`config.mk`:
```
export PLATFORM = sky130hd
export DESIGN_NAME = hamming_codec
export DESIGN_NICKNAME = d
export VERILOG_FILES = /design/src/rtl/hcodec_pkg.sv /design/src/rtl/hcodec_enc.sv /design/src/rtl/hcodec_syn.sv /design/src/rtl/hcodec_fix.sv /design/src/rtl/hcodec_out.sv /design/src/rtl/hamming_codec.sv
export SDC_FILE = /design/constraint.sdc
export NUM_CORES = 1
export LEC_CHECK = 0
export ABC_AREA = 1
export BUFFER_PORTS_ARGS = -buffer_cell sky130_fd_sc_hd__clkbuf_2
export CAP_MARGIN = 25
export CELL_PAD_IN_SITES_DETAIL_PLACEMENT = 1
export CELL_PAD_IN_SITES_GLOBAL_PLACEMENT = 2
export CORE_ASPECT_RATIO = 1.2
export CORE_MARGIN = 4
export CORE_UTILIZATION = 27
export CTS_CLUSTER_DIAMETER = 200
export DETAILED_ROUTE_END_ITERATION = 10
export PLACE_DENSITY = 0.9
export RECOVER_POWER = 25
export SYNTH_ARGS = -nofsm -noshare
export SYNTH_HDL_FRONTEND = slang
export SYNTH_SLANG_ARGS = --single-unit
export TNS_END_PERCENT = 30
```
`constraint.sdc`:
```
create_clock -name clk -period 1.87 [get_ports clk]
set_clock_uncertainty 0.05 [all_clocks]
set_input_delay 0.187 -clock clk [delete_from_list [all_inputs] [get_ports clk]]
set_output_delay 0.187 -clock clk [all_outputs]
set_load 0.03 [all_outputs]
```
`src/rtl/hcodec_pkg.sv`:
```
package hcodec_pkg;

  typedef enum logic [1:0] {
    ST_CLEAN  = 2'd0,
    ST_FIXED  = 2'd1,
    ST_UNCORR = 2'd2
  } dec_status_e;

  // smallest K with 2^K - 1 >= m + K
  function automatic int chk_count(input int m);
    int k;
    k = 1;
    while (((1 << k) - 1) < (m + k)) k++;
    return k;
  endfunction

  function automatic bit is_pow2(input int p);
    return (p & (p - 1)) == 0;
  endfunction

  // 1-based codeword position of data bit idx
  function automatic int data_slot(input int idx);
    int p;
    int seen;
    p = 0;
    seen = -1;
    while (seen < idx) begin
      p++;
      if (!is_pow2(p)) seen++;
    end
    return p;
  endfunction

endpackage

```
`src/rtl/hcodec_enc.sv`:
```
module hcodec_enc #(
  parameter int DW     = 8,
  parameter int SECDED = 1
) (
  input  logic [DW-1:0]                                    data_i,
  output logic [DW+hcodec_pkg::chk_count(DW)+SECDED-1:0]   code_o
);
  localparam int K  = hcodec_pkg::chk_count(DW);
  localparam int N  = DW + K;

  // data bits that check bit `bitn` covers
  function automatic logic [DW-1:0] data_cover(input int bitn);
    logic [DW-1:0] m;
    m = '0;
    for (int j = 0; j < DW; j++)
      m[j] = ((hcodec_pkg::data_slot(j) >> bitn) & 1) == 1;
    return m;
  endfunction

  logic [N-1:0] base;

  for (genvar j = 0; j < DW; j++) begin : g_place
    localparam int POS = hcodec_pkg::data_slot(j);
    assign base[POS-1] = data_i[j];
  end

  for (genvar i = 0; i < K; i++) begin : g_chk
    localparam logic [DW-1:0] COVER = data_cover(i);
    assign base[(1 << i) - 1] = ^(data_i & COVER);
  end

  if (SECDED != 0) begin : g_ovl
    assign code_o = {^base, base};
  end else begin : g_plain
    assign code_o = base;
  end

endmodule

```
`src/rtl/hcodec_syn.sv`:
```
module hcodec_syn #(
  parameter int DW     = 8,
  parameter int SECDED = 1
) (
  input  logic [DW+hcodec_pkg::chk_count(DW)+SECDED-1:0] code_i,
  output logic [hcodec_pkg::chk_count(DW)-1:0]           syn_o,
  output logic                                           par_bad_o
);
  localparam int K = hcodec_pkg::chk_count(DW);
  localparam int N = DW + K;

  // positions 1..N whose index has bit `bitn` set
  function automatic logic [N-1:0] pos_mask(input int bitn);
    logic [N-1:0] m;
    m = '0;
    for (int p = 1; p <= N; p++)
      m[p-1] = ((p >> bitn) & 1) == 1;
    return m;
  endfunction

  for (genvar i = 0; i < K; i++) begin : g_syn
    localparam logic [N-1:0] SEL = pos_mask(i);
    assign syn_o[i] = ^(code_i[N-1:0] & SEL);
  end

  if (SECDED != 0) begin : g_par
    assign par_bad_o = ^code_i;
  end else begin : g_nopar
    assign par_bad_o = 1'b0;
  end

endmodule

```
`src/rtl/hcodec_fix.sv`:
```
module hcodec_fix #(
  parameter int DW     = 8,
  parameter int SECDED = 1
) (
  input  logic [DW+hcodec_pkg::chk_count(DW)-1:0] code_i,
  input  logic [hcodec_pkg::chk_count(DW)-1:0]    syn_i,
  input  logic                                    par_bad_i,
  output logic [DW-1:0]                           data_o,
  output logic [DW-1:0]                           data_raw_o,
  output logic                                    single_o,
  output logic                                    double_o,
  output logic                                    beyond_o
);
  import hcodec_pkg::*;
  localparam int K = chk_count(DW);
  localparam int N = DW + K;

  dec_status_e  status;
  logic         nz;
  logic         beyond;
  logic         do_flip;
  logic [N-1:0] flip_mask;
  logic [N-1:0] fixed;

  assign nz     = |syn_i;
  assign beyond = nz && (32'(syn_i) > 32'(N));

  always_comb begin
    if (!nz)                          status = par_bad_i ? ST_FIXED : ST_CLEAN;
    else if (beyond)                  status = ST_UNCORR;
    else if (SECDED != 0 && !par_bad_i) status = ST_UNCORR;
    else                              status = ST_FIXED;
  end

  assign do_flip = (status == ST_FIXED) && nz;

  always_comb begin
    for (int p = 1; p <= N; p++)
      flip_mask[p-1] = do_flip && (syn_i == K'(p));
  end

  assign fixed = code_i ^ flip_mask;

  for (genvar j = 0; j < DW; j++) begin : g_take
    localparam int POS = data_slot(j);
    assign data_o[j]     = fixed[POS-1];
    assign data_raw_o[j] = code_i[POS-1];
  end

  assign single_o = (status == ST_FIXED);
  assign double_o = (status == ST_UNCORR);
  assign beyond_o = beyond;

  always_comb begin
    assert_beyond_noflip_R9: assert (!beyond || flip_mask == '0)
      else $error("R9: bit inverted for out-of-range syndrome");
    assert_one_flip_R5: assert ($countones(flip_mask) <= 1)
      else $error("R5: more than one bit inverted");
  end

endmodule

```
`src/rtl/hcodec_out.sv`:
```
module hcodec_out #(
  parameter int DW      = 8,
  parameter int KW      = 4,
  parameter int REG_OUT = 1
) (
  input  logic          clk,
  input  logic          rst_n,
  input  logic          valid_i,
  input  logic [DW-1:0] data_i,
  input  logic [KW-1:0] syn_i,
  input  logic          single_i,
  input  logic          double_i,
  output logic          valid_o,
  output logic [DW-1:0] data_o,
  output logic [KW-1:0] syn_o,
  output logic          single_o,
  output logic          double_o
);

  if (REG_OUT != 0) begin : g_reg
    always_ff @(posedge clk or negedge rst_n) begin
      if (!rst_n) begin
        valid_o  <= 1'b0;
        data_o   <= '0;
        syn_o    <= '0;
        single_o <= 1'b0;
        double_o <= 1'b0;
      end else begin
        valid_o  <= valid_i;
        data_o   <= data_i;
        syn_o    <= syn_i;
        single_o <= valid_i & single_i;
        double_o <= valid_i & double_i;
      end
    end

    assert_latency_R10: assert property (@(posedge clk) disable iff (!rst_n)
      valid_i |=> valid_o)
      else $error("R10: valid strobe missing one cycle after input");
    assert_idle_R10: assert property (@(posedge clk) disable iff (!rst_n)
      !valid_i |=> (!valid_o && !single_o && !double_o))
      else $error("R10: output active without input");
  end else begin : g_comb
    assign valid_o  = valid_i;
    assign data_o   = data_i;
    assign syn_o    = syn_i;
    assign single_o = valid_i & single_i;
    assign double_o = valid_i & double_i;
  end

endmodule

```
`src/rtl/hamming_codec.sv`:
```
module hamming_codec #(
  parameter int DATA_W  = 8,
  parameter int SECDED  = 1,
  parameter int REG_OUT = 1
) (
  input  logic                                                    clk,
  input  logic                                                    rst_n,
  input  logic [DATA_W-1:0]                                       enc_data_in,
  output logic [DATA_W+hcodec_pkg::chk_count(DATA_W)+SECDED-1:0]  enc_code_out,
  input  logic                                                    dec_valid_in,
  input  logic [DATA_W+hcodec_pkg::chk_count(DATA_W)+SECDED-1:0]  dec_code_in,
  output logic                                                    dec_valid_out,
  output logic [DATA_W-1:0]                                       dec_data_out,
  output logic [hcodec_pkg::chk_count(DATA_W)-1:0]                dec_syndrome,
  output logic                                                    dec_single_err,
  output logic                                                    dec_double_err
);
  localparam int K = hcodec_pkg::chk_count(DATA_W);
  localparam int N = DATA_W + K;

  // internal events brought out for checking
  logic [K-1:0]      syn;
  logic              par_bad;
  logic [DATA_W-1:0] fix_data;
  logic [DATA_W-1:0] raw_data;
  logic              fix_single;
  logic              fix_double;
  logic              fix_beyond;

  hcodec_enc #(.DW(DATA_W), .SECDED(SECDED)) u_enc (
    .data_i (enc_data_in),
    .code_o (enc_code_out)
  );

  hcodec_syn #(.DW(DATA_W), .SECDED(SECDED)) u_syn (
    .code_i    (dec_code_in),
    .syn_o     (syn),
    .par_bad_o (par_bad)
  );

  hcodec_fix #(.DW(DATA_W), .SECDED(SECDED)) u_fix (
    .code_i     (dec_code_in[N-1:0]),
    .syn_i      (syn),
    .par_bad_i  (par_bad),
    .data_o     (fix_data),
    .data_raw_o (raw_data),
    .single_o   (fix_single),
    .double_o   (fix_double),
    .beyond_o   (fix_beyond)
  );

  hcodec_out #(.DW(DATA_W), .KW(K), .REG_OUT(REG_OUT)) u_out (
    .clk      (clk),
    .rst_n    (rst_n),
    .valid_i  (dec_valid_in),
    .data_i   (fix_data),
    .syn_i    (syn),
    .single_i (fix_single),
    .double_i (fix_double),
    .valid_o  (dec_valid_out),
    .data_o   (dec_data_out),
    .syn_o    (dec_syndrome),
    .single_o (dec_single_err),
    .double_o (dec_double_err)
  );

  assert_clean_quiet_R4: assert property (@(posedge clk) disable iff (!rst_n)
    (dec_valid_in && syn == '0 && !par_bad) |->
      (!fix_single && !fix_double && fix_data == raw_data))
    else $error("R4: clean word reported or altered");

  assert_uncorr_passthru_R8: assert property (@(posedge clk) disable iff (!rst_n)
    (dec_valid_in && fix_double) |-> (fix_data == raw_data))
    else $error("R8: uncorrectable word was modified");

  assert_beyond_flag_R9: assert property (@(posedge clk) disable iff (!rst_n)
    (dec_valid_in && fix_beyond) |-> fix_double)
    else $error("R9: out-of-range syndrome not flagged");

  assert_flags_excl_R11: assert property (@(posedge clk) disable iff (!rst_n)
    !(dec_single_err && dec_double_err))
    else $error("R11: both flags high");

endmodule

```
==> impl_metrics.xml, run 1 <==
<?xml version="1.0" encoding="UTF-8"?>
<metrics>
  <group name="power">
    <metric name="p_leak" unit="nW">1.01</metric>
    <metric name="power.ir.vdd_worst" unit="V">0.000276</metric>
    <metric name="power_switching" unit="mW">0.575</metric>
    <metric name="cellInternalPower" unit="mW">0.708</metric>
    <metric name="seq_power_share" unit="%">28.6</metric>
    <metric name="power.switching_fraction" unit="%">44.9</metric>
    <metric name="power.density_cell_area" unit="mW/mm^2">724</metric>
    <metric name="total_power" unit="mW">1.28</metric>
    <metric name="pwr-share-clk" unit="%">19.8</metric>
    <metric name="power.combinational.fraction" unit="%">51.7</metric>
  </group>
  <group name="clock_network">
    <metric name="cts_sinks" unit="">15</metric>
    <metric name="clock_tree.htree_level_count" unit="">1</metric>
    <metric name="clock_slew_seen_by_the_registers_of_the_worst_setup_and_hold_paths" unit="ps">50</metric>
    <metric name="post_cts_resize_count" unit="">0</metric>
    <metric name="cts_made_buffers" unit="">3</metric>
    <metric name="cts_tree" unit="">yes</metric>
    <metric name="cts_root_buffer" unit="">sky130_fd_sc_hd__clkbuf_8</metric>
    <metric name="cts-root-to-sink-buffers" unit="">2</metric>
  </group>
  <group name="sta">
    <metric name="tightestPinTransition" unit="ps">753</metric>
    <metric name="holdWs" unit="ps">33.0</metric>
    <metric name="final_setup_violating_endpoints" unit="">0</metric>
    <metric name="timing.setup.tns" unit="ps">0</metric>
    <metric name="count_of_pins_over_their_slew_limit" unit="">0</metric>
    <metric name="fmax" unit="MHz">644</metric>
    <metric name="post-route-worst-setup-slack" unit="ps">317</metric>
    <metric name="grt_setup_unrepaired" unit="">false</metric>
    <metric name="final.period_utilization" unit="%">83.1</metric>
    <metric name="finalHoldViolCount" unit="">0</metric>
    <metric name="worst_slew_margin_rel" unit="%">49.8</metric>
    <metric name="finalCriticalPeriod" unit="ps">1550</metric>
  </group>
  <group name="layout">
    <metric name="postLayoutCellArea" unit="mm^2">0.00177</metric>
    <metric name="most_common_cell_after_layout_fill_and_taps_aside" unit="">sky130_fd_sc_hd__nand2_1</metric>
    <metric name="final_layout_size_suffix_gt1_share" unit="%">26.9</metric>
    <metric name="filler_cell_count" unit="">719</metric>
    <metric name="final_core_util" unit="%">33.7</metric>
    <metric name="stdcell_count" unit="">337</metric>
    <metric name="area_delta_synth_final" unit="%">21.1</metric>
    <metric name="finish.net_count" unit="">300</metric>
    <metric name="num_antenna_cells" unit="">0</metric>
    <metric name="mostFrequentLayoutCells" unit="">88 x sky130_fd_sc_hd__nand2_1, 43 x sky130_fd_sc_hd__clkbuf_2, 26 x sky130_fd_sc_hd__nand3_1</metric>
  </group>
  <group name="floorplan">
    <metric name="floorplan.initialDensity" unit="%">27.8</metric>
    <metric name="placeableCoreArea" unit="mm^2">0.00526</metric>
    <metric name="die_y" unit="um">88.6</metric>
    <metric name="die-width" unit="um">75.2</metric>
    <metric name="boundaryPins" unit="">52</metric>
    <metric name="num_rows" unit="">29</metric>
    <metric name="fp.dieArea" unit="mm^2">0.00666</metric>
  </group>
  <group name="routing">
    <metric name="route.detailed.vias_per_inst" unit="">4.51</metric>
    <metric name="route.vias.total" unit="">1519</metric>
    <metric name="drt_pass1_iterations" unit="">4</metric>
    <metric name="drt_wl_total" unit="um">3850</metric>
    <metric name="route.detailed.wl_per_inst" unit="um">11.4</metric>
    <metric name="ant_nets" unit="">0</metric>
    <metric name="drt_drc_violations_left" unit="">0</metric>
    <metric name="drt_first_iter_violations" unit="">46</metric>
  </group>
  <group name="critical_path">
    <metric name="crit_end_category" unit="">output port</metric>
    <metric name="startpoint_type" unit="">input pin</metric>
    <metric name="critical_path_peak_fanout" unit="">3</metric>
    <metric name="critPathArrivalTime" unit="ps">1320</metric>
    <metric name="timing.critical_path.required" unit="ps">1630</metric>
    <metric name="worstSetupPathType" unit="">input pin to output port</metric>
  </group>
  <group name="grt">
    <metric name="grt.total_usage" unit="%">12.7</metric>
    <metric name="overflow" unit="">0</metric>
    <metric name="grt_first_pass_wirelength" unit="um">6720</metric>
    <metric name="top_usage_layer" unit="">met2</metric>
    <metric name="grt_antenna_before_repair" unit="">0</metric>
    <metric name="met3_track_usage_gr" unit="%">1.59</metric>
    <metric name="number_of_global_route_vias_before_repair" unit="">1528</metric>
    <metric name="groute.layer.met2.usage" unit="%">23.6</metric>
    <metric name="gr-usage-met1" unit="%">14.5</metric>
    <metric name="grt_max_degree" unit="">16</metric>
  </group>
  <group name="logic_synthesis">
    <metric name="sequential_cell_area_fraction_in_the_yosys_report" unit="%">25.7</metric>
    <metric name="synth_area" unit="mm^2">0.00146</metric>
    <metric name="ys_seq_elements" unit="">15</metric>
    <metric name="synth_cell_type_count" unit="">21</metric>
    <metric name="syn-num-nets" unit="">252</metric>
    <metric name="postSynthCellCount" unit="">228</metric>
    <metric name="number_of_synthesis_warnings" unit="">0</metric>
    <metric name="postSynthAreaPerCell" unit="um^2">6.42</metric>
  </group>
  <group name="job">
    <metric name="max-cap-violations" unit="">0</metric>
  </group>
  <group name="placed_design">
    <metric name="dpl.hpwl" unit="um">3440</metric>
    <metric name="dpl-instance-area" unit="mm^2">0.00173</metric>
    <metric name="io_buffers" unit="">51</metric>
    <metric name="pre_cts_ws" unit="ps">156</metric>
    <metric name="place_inst" unit="">332</metric>
    <metric name="gp_congestion" unit="">0.792</metric>
  </group>
  <group name="hold_path">
    <metric name="worst_hold_path_type" unit="">input pin to register</metric>
  </group>
  <group name="outcome">
    <metric name="outcome" unit="">finished clean</metric>
  </group>
</metrics>
==> worst paths after layout <==
path | startpoint | to | slack [ps] | depth (start not counted)
min | dec_valid_in | u_out.valid_o$_DFF_PN0_ | 30 | 1
max in group asynchronous | rst_n | u_out.data_o[4]$_DFF_PN0_ | 830 | 2
max | enc_data_in[2] | enc_code_out[12] | 320 | 6
min in group asynchronous | rst_n | u_out.data_o[0]$_DFF_PN0_ | 470 | 2
==> what timing repair did <==
| action | in CTS | in global routing |
|---|---|---|
| setup endpoints to repair | 0 | 0 |
| setup buffers | 0 | 0 |
| hold buffers | 1 | 0 |
| hold endpoints to repair | 15 | 0 |
==> layout make-up <==
class                   instances  area, um^2  share of cell area, %
clock buffers                   4        45.0                   2.54
inverters                      27         104                   5.86
flip-flops and latches         15         375                   21.2
well taps                      62        77.6                   4.38
repair buffers                 54         270                   15.3
multi-input cells             175         900                   50.8
==> synth_stat cells <==
library cell               instances  area [um^2]
sky130_fd_sc_hd__nand3b_1          1         7.51
sky130_fd_sc_hd__nand2_2           8         50.1
sky130_fd_sc_hd__inv_1            18         67.6
sky130_fd_sc_hd__buf_4             9         67.6
sky130_fd_sc_hd__nor2_8            1         20.0
sky130_fd_sc_hd__inv_4             1         6.26
sky130_fd_sc_hd__nand3_2           1         10.0
sky130_fd_sc_hd__nand2_1          88          330
sky130_fd_sc_hd__xnor2_1          12          105
sky130_fd_sc_hd__nand3_1          26          130
sky130_fd_sc_hd__nor2_2            3         18.8
sky130_fd_sc_hd__buf_6             1         11.3
sky130_fd_sc_hd__nand2_4           3         33.8
sky130_fd_sc_hd__inv_2             8         30.0
sky130_fd_sc_hd__dfrtp_1          15          375
sky130_fd_sc_hd__xor2_1           10         87.6
sky130_fd_sc_hd__a21oi_1           1         5.00
sky130_fd_sc_hd__nor2_1           14         52.6
sky130_fd_sc_hd__buf_2             1         5.00
sky130_fd_sc_hd__nand4_1           6         37.5
sky130_fd_sc_hd__nor2_4            1         11.3
==> per-layer routing <==
metal  share of wire [%]  wire, um
met1                  38      1480
met2                  53      2030
met3                 7.2       276
met4                 1.6        62
met5                   0         0
==> power groups by stage <==
stage                     combinational, mW  clock (mW)  sequential, mW
after floorplan                       0.417           0           0.446
after global placement                0.665           0           0.372
after detailed placement              0.674           0           0.373
after CTS                             0.678       0.266           0.367
after global routing                  0.742       0.275           0.370
final                                 0.663       0.253           0.367
==> flip-flops by register name, indices dropped and copies added (netlist names) <==
name            count
u_out.single_o      1
u_out.syn_o         4
u_out.double_o      1
u_out.data_o        8
u_out.valid_o       1
==> kinds of logic (layout without fill, tap and decap cells) <==
group / after synthesis / count (layout) / share of synthesized area, %
xor gates and xnor gates: 22 / 22 / 13.2
and+or+nand+nor: 152 / 152 / 48.0
AOI/OAI and AO/OA: 1 / 1 / 0.342
DFF: 15 / 15 / 25.7
buffers and inverters: 38 / 85 / 12.8
==> worst max-delay path, stage by stage <==
cell,delay [ps]
sky130_fd_sc_hd__clkbuf_2,110
sky130_fd_sc_hd__xnor2_1,190
sky130_fd_sc_hd__xor2_1,210
sky130_fd_sc_hd__xor2_1,240
sky130_fd_sc_hd__xnor2_1,150
sky130_fd_sc_hd__clkbuf_2,230
(Power assumes the default switching activity.)
==> inputs of run 2 (changes only) <==
--- a/config.mk
+++ b/config.mk
@@ -12,10 +12,10 @@
 export CELL_PAD_IN_SITES_GLOBAL_PLACEMENT = 2
 export CORE_ASPECT_RATIO = 1.2
 export CORE_MARGIN = 4
-export CORE_UTILIZATION = 27
+export CORE_UTILIZATION = 23
 export CTS_CLUSTER_DIAMETER = 200
 export DETAILED_ROUTE_END_ITERATION = 10
-export PLACE_DENSITY = 0.9
+export PLACE_DENSITY = 0.82
 export RECOVER_POWER = 25
 export SYNTH_ARGS = -nofsm -noshare
 export SYNTH_HDL_FRONTEND = slang
==> constraint.sdc (replaced) <==
create_clock -name clk -period 1.3 [get_ports clk]
set_clock_uncertainty 0.05 [all_clocks]
set_input_delay 0.13 -clock clk [delete_from_list [all_inputs] [get_ports clk]]
set_output_delay 0.13 -clock clk [all_outputs]
set_load 0.03 [all_outputs]
==> run 2 against run 1 <==
Effect of this change: the flow now finishes with violations (negative setup slack); clock power grew 38%; sequential power increased by 44%; largest cell class unchanged; wire length increased by 31%.
==> impl_metrics.xml, run 2 (same netlist as run 1, synthesis figures left out) <==
<?xml version="1.0" encoding="UTF-8"?>
<metrics>
  <group name="floorplan">
    <metric name="floorplan.initialDensity" unit="%">24.0</metric>
    <metric name="fp.dieArea" unit="mm^2">0.00770</metric>
    <metric name="die_y" unit="um">95.4</metric>
    <metric name="num_rows" unit="">31</metric>
    <metric name="placeableCoreArea" unit="mm^2">0.00609</metric>
    <metric name="boundaryPins" unit="">52</metric>
    <metric name="die-width" unit="um">80.8</metric>
  </group>
  <group name="sta">
    <metric name="tightestPinTransition" unit="ps">339</metric>
    <metric name="count_of_pins_over_their_slew_limit" unit="">0</metric>
    <metric name="holdWs" unit="ps">119</metric>
    <metric name="worst_slew_margin_rel" unit="%">77.4</metric>
    <metric name="fmax" unit="MHz">723</metric>
    <metric name="grt_setup_unrepaired" unit="">true</metric>
    <metric name="finalCriticalPeriod" unit="ps">1380</metric>
    <metric name="final.period_utilization" unit="%">106</metric>
    <metric name="final_setup_violating_endpoints" unit="">4</metric>
    <metric name="timing.setup.tns" unit="ps">-148</metric>
    <metric name="post-route-worst-setup-slack" unit="ps">-83.4</metric>
    <metric name="finalHoldViolCount" unit="">0</metric>
  </group>
  <group name="grt">
    <metric name="grt_max_degree" unit="">16</metric>
    <metric name="overflow" unit="">0</metric>
    <metric name="grt.total_usage" unit="%">12.0</metric>
    <metric name="grt_antenna_before_repair" unit="">0</metric>
    <metric name="number_of_global_route_vias_before_repair" unit="">1740</metric>
    <metric name="grt_first_pass_wirelength" unit="um">7440</metric>
  </group>
  <group name="clock_network">
    <metric name="cts_tree" unit="">yes</metric>
    <metric name="cts_sinks" unit="">15</metric>
    <metric name="cts_root_buffer" unit="">sky130_fd_sc_hd__clkbuf_8</metric>
    <metric name="clock_slew_seen_by_the_registers_of_the_worst_setup_and_hold_paths" unit="ps">50</metric>
    <metric name="cts-root-to-sink-buffers" unit="">2</metric>
    <metric name="cts_made_buffers" unit="">3</metric>
    <metric name="clock_tree.htree_level_count" unit="">1</metric>
  </group>
  <group name="routing">
    <metric name="drt_pass1_iterations" unit="">3</metric>
    <metric name="route.detailed.wl_per_inst" unit="um">12.7</metric>
    <metric name="drt_wl_total" unit="um">5040</metric>
    <metric name="ant_nets" unit="">0</metric>
    <metric name="drt_drc_violations_left" unit="">0</metric>
    <metric name="route.vias.total" unit="">1718</metric>
    <metric name="drt_first_iter_violations" unit="">48</metric>
    <metric name="route.detailed.vias_per_inst" unit="">4.33</metric>
  </group>
  <group name="critical_path">
    <metric name="critPathArrivalTime" unit="ps">1200</metric>
    <metric name="startpoint_type" unit="">input pin</metric>
    <metric name="critical_path_peak_fanout" unit="">3</metric>
    <metric name="slowest_delay" unit="ps">270</metric>
    <metric name="cp_top_family" unit="">XOR/XNOR gates</metric>
    <metric name="worstSetupPathType" unit="">input pin to output port</metric>
    <metric name="cp.buffers_inverters" unit="">2</metric>
    <metric name="worst_setup_path_startpoint" unit="">enc_data_in[4]</metric>
    <metric name="worst_path_most_repeated_cell" unit="">sky130_fd_sc_hd__xnor2_4</metric>
    <metric name="timing.critical_path.depth" unit="">6</metric>
    <metric name="crit_chain" unit="">clkbuf_2, xnor2_4, xnor2_2, xor2_2, xnor2_4, buf_8</metric>
    <metric name="timing.critical_path.required" unit="ps">1120</metric>
    <metric name="crit_end_category" unit="">output port</metric>
    <metric name="critical_path.slowest_cell" unit="">sky130_fd_sc_hd__xor2_2</metric>
    <metric name="worstSetupEndpoint" unit="">enc_code_out[12]</metric>
  </group>
  <group name="layout">
    <metric name="area_delta_synth_final" unit="%">93.6</metric>
    <metric name="final_layout_size_suffix_gt1_share" unit="%">68.3</metric>
    <metric name="largest_registers" unit="">u_out.data_o: 8 flops, u_out.syn_o: 4 flops</metric>
    <metric name="regArea" unit="um^2">375</metric>
    <metric name="finish.net_count" unit="">340</metric>
    <metric name="num_antenna_cells" unit="">0</metric>
    <metric name="most_flop_heavy_register" unit="">u_out.data_o</metric>
    <metric name="largest_reg_flops" unit="">8</metric>
    <metric name="most_common_cell_after_layout_fill_and_taps_aside" unit="">sky130_fd_sc_hd__buf_4</metric>
    <metric name="multi_input_comb_area" unit="mm^2">0.00147</metric>
    <metric name="postLayoutCellArea" unit="mm^2">0.00283</metric>
    <metric name="final_core_util" unit="%">46.5</metric>
    <metric name="mostFrequentLayoutCells" unit="">42 x sky130_fd_sc_hd__buf_4, 41 x sky130_fd_sc_hd__nand2_1, 34 x sky130_fd_sc_hd__nand2_2, 34 x sky130_fd_sc_hd__clkbuf_2, 20 x sky130_fd_sc_hd__nand2_4</metric>
    <metric name="stdcell_count" unit="">397</metric>
    <metric name="filler_cell_count" unit="">766</metric>
  </group>
  <group name="power">
    <metric name="power.density_cell_area" unit="mW/mm^2">883</metric>
    <metric name="power_switching" unit="mW">1.10</metric>
    <metric name="power.switching_fraction" unit="%">44.1</metric>
    <metric name="power.combinational.fraction" unit="%">64.9</metric>
    <metric name="power.ir.vdd_worst" unit="V">0.000575</metric>
    <metric name="cellInternalPower" unit="mW">1.40</metric>
    <metric name="seq_power_share" unit="%">21.1</metric>
    <metric name="pwr-share-clk" unit="%">14.0</metric>
    <metric name="p_leak" unit="nW">1.44</metric>
    <metric name="total_power" unit="mW">2.50</metric>
  </group>
  <group name="hold_path">
    <metric name="worst_hold_path_type" unit="">input pin to register</metric>
  </group>
  <group name="placed_design">
    <metric name="dpl-instance-area" unit="mm^2">0.00206</metric>
    <metric name="pre_cts_ws" unit="ps">-419</metric>
    <metric name="io_buffers" unit="">51</metric>
    <metric name="dpl.hpwl" unit="um">3820</metric>
    <metric name="gp_congestion" unit="">0.802</metric>
    <metric name="place_inst" unit="">383</metric>
  </group>
  <group name="job">
    <metric name="max-cap-violations" unit="">0</metric>
  </group>
  <group name="outcome">
    <metric name="failed_checks" unit="">negative setup slack</metric>
    <metric name="outcome" unit="">finished, violations left</metric>
  </group>
</metrics>
==> run 2: cell count changes in the layout (fill, tap and decap cells not counted), moves of 8 or more <==
cell	change
sky130_fd_sc_hd__nor2_1	-8
sky130_fd_sc_hd__clkbuf_2	-9
sky130_fd_sc_hd__buf_4	+40
sky130_fd_sc_hd__buf_6	+8
sky130_fd_sc_hd__xnor2_1	-8
sky130_fd_sc_hd__nand2_4	+17
sky130_fd_sc_hd__clkbuf_1	-8
sky130_fd_sc_hd__nand2_1	-47
sky130_fd_sc_hd__nand2_2	+26
sky130_fd_sc_hd__nand3_2	+18
sky130_fd_sc_hd__nand3_1	-19
==> run 2: per-layer routing <==
layer / share of wire, % / vias to the layer above / track usage (%)
li1: - / 866 / -
met2: 59 / 43 / 25.9
met5: 0 / - / 0
met4: 1.0 / 0 / 1.69
met1: 35 / 805 / 11.9
met3: 5.4 / 4 / 1.51
==> run 2: power by group through the flow <==
stage / combinational [mW] / sequential (mW) / clock, mW
3_3_place_gp: 1.13 / 0.535 / 0
6_report: 1.62 / 0.528 / 0.350
4_1_cts: 1.30 / 0.529 / 0.363
2_1_floorplan: 0.678 / 0.641 / 0
5_1_grt: 1.74 / 0.532 / 0.388
3_5_place_dp: 1.16 / 0.537 / 0
==> run 2: timing repair <==
item                                    4_1_cts  5_1_grt
cloned                                        0        0
hold buffers                                  2        0
pin swaps                                    15       51
hold endpoints to repair                     16        0
setup buffers                                 5        4
endpoints found under the setup margin       12       13
gates resized for setup                      32      143
==> run 2: how the worst min path moves through the flow <==
stage                          from                         to  slack (ps)  cells past startpoint
CTS                 dec_code_in[10]  u_out.data_o[6]$_DFF_PN0_         150                      3
global placement              rst_n  u_out.data_o[1]$_DFF_PN0_          -3                      1
finish              dec_code_in[10]  u_out.data_o[6]$_DFF_PN0_         120                      3
detailed placement            rst_n  u_out.data_o[0]$_DFF_PN0_        -0.6                      1
floorplan                     rst_n  u_out.data_o[0]$_DFF_PN0_        -220                      0
global route        dec_code_in[10]  u_out.data_o[6]$_DFF_PN0_         160                      3
==> run 2: layout make-up <==
class / instances / area share, %
multi-input cells: 175 / 52.0
repair buffers: 94 / 25.0
flip-flops and latches: 15 / 13.3
inverters: 27 / 4.55
well taps: 82 / 3.62
clock buffers: 4 / 1.59
==> inputs of run 3 (changes only) <==
--- a/config.mk
+++ b/config.mk
@@ -12,10 +12,10 @@
 export CELL_PAD_IN_SITES_GLOBAL_PLACEMENT = 2
 export CORE_ASPECT_RATIO = 1.2
 export CORE_MARGIN = 4
-export CORE_UTILIZATION = 23
+export CORE_UTILIZATION = 25
 export CTS_CLUSTER_DIAMETER = 200
 export DETAILED_ROUTE_END_ITERATION = 10
-export PLACE_DENSITY = 0.82
+export PLACE_DENSITY = 0.85
 export RECOVER_POWER = 25
 export SYNTH_ARGS = -nofsm -noshare
 export SYNTH_HDL_FRONTEND = slang
==> constraint.sdc (replaced) <==
create_clock -name clk -period 1.54 [get_ports clk]
set_clock_uncertainty 0.05 [all_clocks]
set_input_delay 0.154 -clock clk [delete_from_list [all_inputs] [get_ports clk]]
set_output_delay 0.154 -clock clk [all_outputs]
set_load 0.03 [all_outputs]
==> run 3 against run 2 <==
Effect of this change: the run now ends clean; sequential power decreased by 16%; largest power group unchanged; clock-buffer cell count unchanged; critical path type unchanged; cell count decreased by 4.0%.
==> impl_metrics.xml, run 3 (same netlist as run 1, synthesis figures left out) <==
<?xml version="1.0" encoding="UTF-8"?>
<metrics>
  <group name="floorplan">
    <metric name="die-width" unit="um">77.8</metric>
    <metric name="floorplan.initialDensity" unit="%">25.8</metric>
    <metric name="num_rows" unit="">30</metric>
    <metric name="boundaryPins" unit="">52</metric>
    <metric name="placeableCoreArea" unit="mm^2">0.00567</metric>
    <metric name="die_y" unit="um">91.8</metric>
    <metric name="fp.dieArea" unit="mm^2">0.00714</metric>
  </group>
  <group name="power">
    <metric name="power.combinational.fraction" unit="%">56.1</metric>
    <metric name="cellInternalPower" unit="mW">0.974</metric>
    <metric name="power.ir.vdd_worst" unit="V">0.000432</metric>
    <metric name="p_leak" unit="nW">1.18</metric>
    <metric name="seq_power_share" unit="%">26.1</metric>
    <metric name="pwr-share-clk" unit="%">17.8</metric>
    <metric name="power.switching_fraction" unit="%">42.9</metric>
    <metric name="power.density_cell_area" unit="mW/mm^2">824</metric>
    <metric name="power_switching" unit="mW">0.731</metric>
  </group>
  <group name="sta">
    <metric name="fmax" unit="MHz">703</metric>
    <metric name="tightestPinTransition" unit="ps">728</metric>
    <metric name="grt_setup_unrepaired" unit="">false</metric>
    <metric name="post-route-worst-setup-slack" unit="ps">117</metric>
    <metric name="count_of_pins_over_their_slew_limit" unit="">0</metric>
    <metric name="worst_slew_margin_rel" unit="%">51.5</metric>
    <metric name="holdWs" unit="ps">142</metric>
    <metric name="finalCriticalPeriod" unit="ps">1420</metric>
    <metric name="finalHoldViolCount" unit="">0</metric>
    <metric name="final_setup_violating_endpoints" unit="">0</metric>
    <metric name="final.period_utilization" unit="%">92.4</metric>
  </group>
  <group name="layout">
    <metric name="most_common_cell_after_layout_fill_and_taps_aside" unit="">sky130_fd_sc_hd__nand2_1</metric>
    <metric name="num_antenna_cells" unit="">0</metric>
    <metric name="final_layout_size_suffix_gt1_share" unit="%">36.5</metric>
    <metric name="postLayoutCellArea" unit="mm^2">0.00207</metric>
    <metric name="largest_registers" unit="">u_out.data_o: 8 flops, u_out.syn_o: 4 flops</metric>
    <metric name="most_flop_heavy_register" unit="">u_out.data_o</metric>
    <metric name="largest_reg_flops" unit="">8</metric>
    <metric name="mostFrequentLayoutCells" unit="">86 x sky130_fd_sc_hd__nand2_1, 42 x sky130_fd_sc_hd__clkbuf_2, 27 x sky130_fd_sc_hd__buf_4</metric>
    <metric name="finish.net_count" unit="">326</metric>
    <metric name="area_delta_synth_final" unit="%">41.4</metric>
    <metric name="final_core_util" unit="%">36.5</metric>
  </group>
  <group name="routing">
    <metric name="route.detailed.wl_per_inst" unit="um">10.8</metric>
    <metric name="route.detailed.vias_per_inst" unit="">4.21</metric>
    <metric name="route.vias.total" unit="">1604</metric>
    <metric name="drt_first_iter_violations" unit="">43</metric>
    <metric name="ant_nets" unit="">0</metric>
    <metric name="drt_wl_total" unit="um">4110</metric>
    <metric name="drt_drc_violations_left" unit="">0</metric>
    <metric name="drt_pass1_iterations" unit="">4</metric>
  </group>
  <group name="grt">
    <metric name="grt_max_degree" unit="">16</metric>
    <metric name="number_of_global_route_vias_before_repair" unit="">1687</metric>
    <metric name="grt.total_usage" unit="%">12.2</metric>
    <metric name="grt_first_pass_wirelength" unit="um">7130</metric>
    <metric name="overflow" unit="">0</metric>
    <metric name="grt_antenna_before_repair" unit="">0</metric>
  </group>
  <group name="clock_network">
    <metric name="clock_tree.htree_level_count" unit="">1</metric>
    <metric name="cts_root_buffer" unit="">sky130_fd_sc_hd__clkbuf_8</metric>
    <metric name="clock_slew_seen_by_the_registers_of_the_worst_setup_and_hold_paths" unit="ps">50</metric>
    <metric name="cts_sinks" unit="">15</metric>
    <metric name="cts-root-to-sink-buffers" unit="">2</metric>
    <metric name="cts_tree" unit="">yes</metric>
    <metric name="cts_made_buffers" unit="">3</metric>
  </group>
  <group name="critical_path">
    <metric name="worst_setup_path_startpoint" unit="">enc_data_in[2]</metric>
    <metric name="crit_end_category" unit="">output port</metric>
    <metric name="startpoint_type" unit="">input pin</metric>
    <metric name="critical_path_peak_fanout" unit="">3</metric>
    <metric name="critPathArrivalTime" unit="ps">1220</metric>
    <metric name="worstSetupPathType" unit="">input pin to output port</metric>
    <metric name="timing.critical_path.required" unit="ps">1340</metric>
  </group>
  <group name="placed_design">
    <metric name="pre_cts_ws" unit="ps">-138</metric>
    <metric name="dpl.hpwl" unit="um">3650</metric>
    <metric name="dpl-instance-area" unit="mm^2">0.00194</metric>
    <metric name="io_buffers" unit="">51</metric>
    <metric name="gp_congestion" unit="">0.754</metric>
  </group>
  <group name="outcome">
    <metric name="outcome" unit="">finished clean</metric>
  </group>
  <group name="hold_path">
    <metric name="worst_hold_startpoint" unit="">dec_code_in[5]</metric>
    <metric name="worst_hold_path_type" unit="">input pin to register</metric>
  </group>
  <group name="job">
    <metric name="max-cap-violations" unit="">0</metric>
  </group>
</metrics>
==> run 3: cell types whose count changed in the layout (fill, tap and decap cells not counted), sizes merged <==
cell,change
buf,-28
clkbuf,+14
==> run 3: worst max-delay path, stage by stage <==
cell and delay [ps]:
sky130_fd_sc_hd__clkbuf_2 120, sky130_fd_sc_hd__xnor2_2 210, sky130_fd_sc_hd__xor2_2 200, sky130_fd_sc_hd__xor2_2 220
sky130_fd_sc_hd__xnor2_2 140, sky130_fd_sc_hd__buf_4 180
==> run 3: worst paths after layout <==
| check | slack, ps | end | cells past startpoint |
|---|---|---|---|
| max | 120 | enc_code_out[12] | 6 |
| min | 140 | u_out.data_o[2]$_DFF_PN0_ | 3 |
| max in group asynchronous | 540 | u_out.syn_o[3]$_DFF_PN0_ | 2 |
| min in group asynchronous | 440 | u_out.syn_o[0]$_DFF_PN0_ | 2 |
==> run 3: per-layer routing <==
layer / global-route usage, % / share of wire [%] / routed length, um
met4: 4.01 / 1.3 / 53
met1: 13.0 / 39 / 1590
met2: 23.9 / 54 / 2220
met5: 0 / 0 / 0
met3: 1.96 / 6.1 / 251
==> run 3: power groups by stage <==
| stage | logic (mW) | clock network [mW] | registers (mW) |
|---|---|---|---|
| 4_1_cts | 0.907 | 0.313 | 0.445 |
| 6_report | 0.957 | 0.303 | 0.445 |
| 3_3_place_gp | 0.881 | 0 | 0.451 |
| 5_1_grt | 1.06 | 0.337 | 0.450 |
| 3_5_place_dp | 0.900 | 0 | 0.452 |
| 2_1_floorplan | 0.523 | 0 | 0.541 |
==> run 3: metrics by stage <==
step	total power [mW]	cells	TNS [ps]
after global routing	1.84	381	0
after detailed placement	1.35	373	-801
after global placement	1.33	373	-493
final	1.70	381	0
after CTS	1.67	379	0
after floorplan	1.06	228	0
==> run 3: layout make-up <==
| cell class | instances | area (um^2) |
|---|---|---|
| Tap cell | 80 | 100 |
| Fill cell | 767 | 3600 |
| Timing Repair Buffer | 80 | 487 |
| Multi-Input combinational cell | 175 | 957 |
| Inverter | 27 | 104 |
| Clock buffer | 4 | 45.0 |
| Sequential cell | 15 | 375 |
==> run 3: repair_timing <==
action,CTS,global route
hold buffers,2,0
endpoints found under the hold margin,16,0
endpoints found under the setup margin,0,7
gates resized for setup,0,14
buffers inserted,0,2
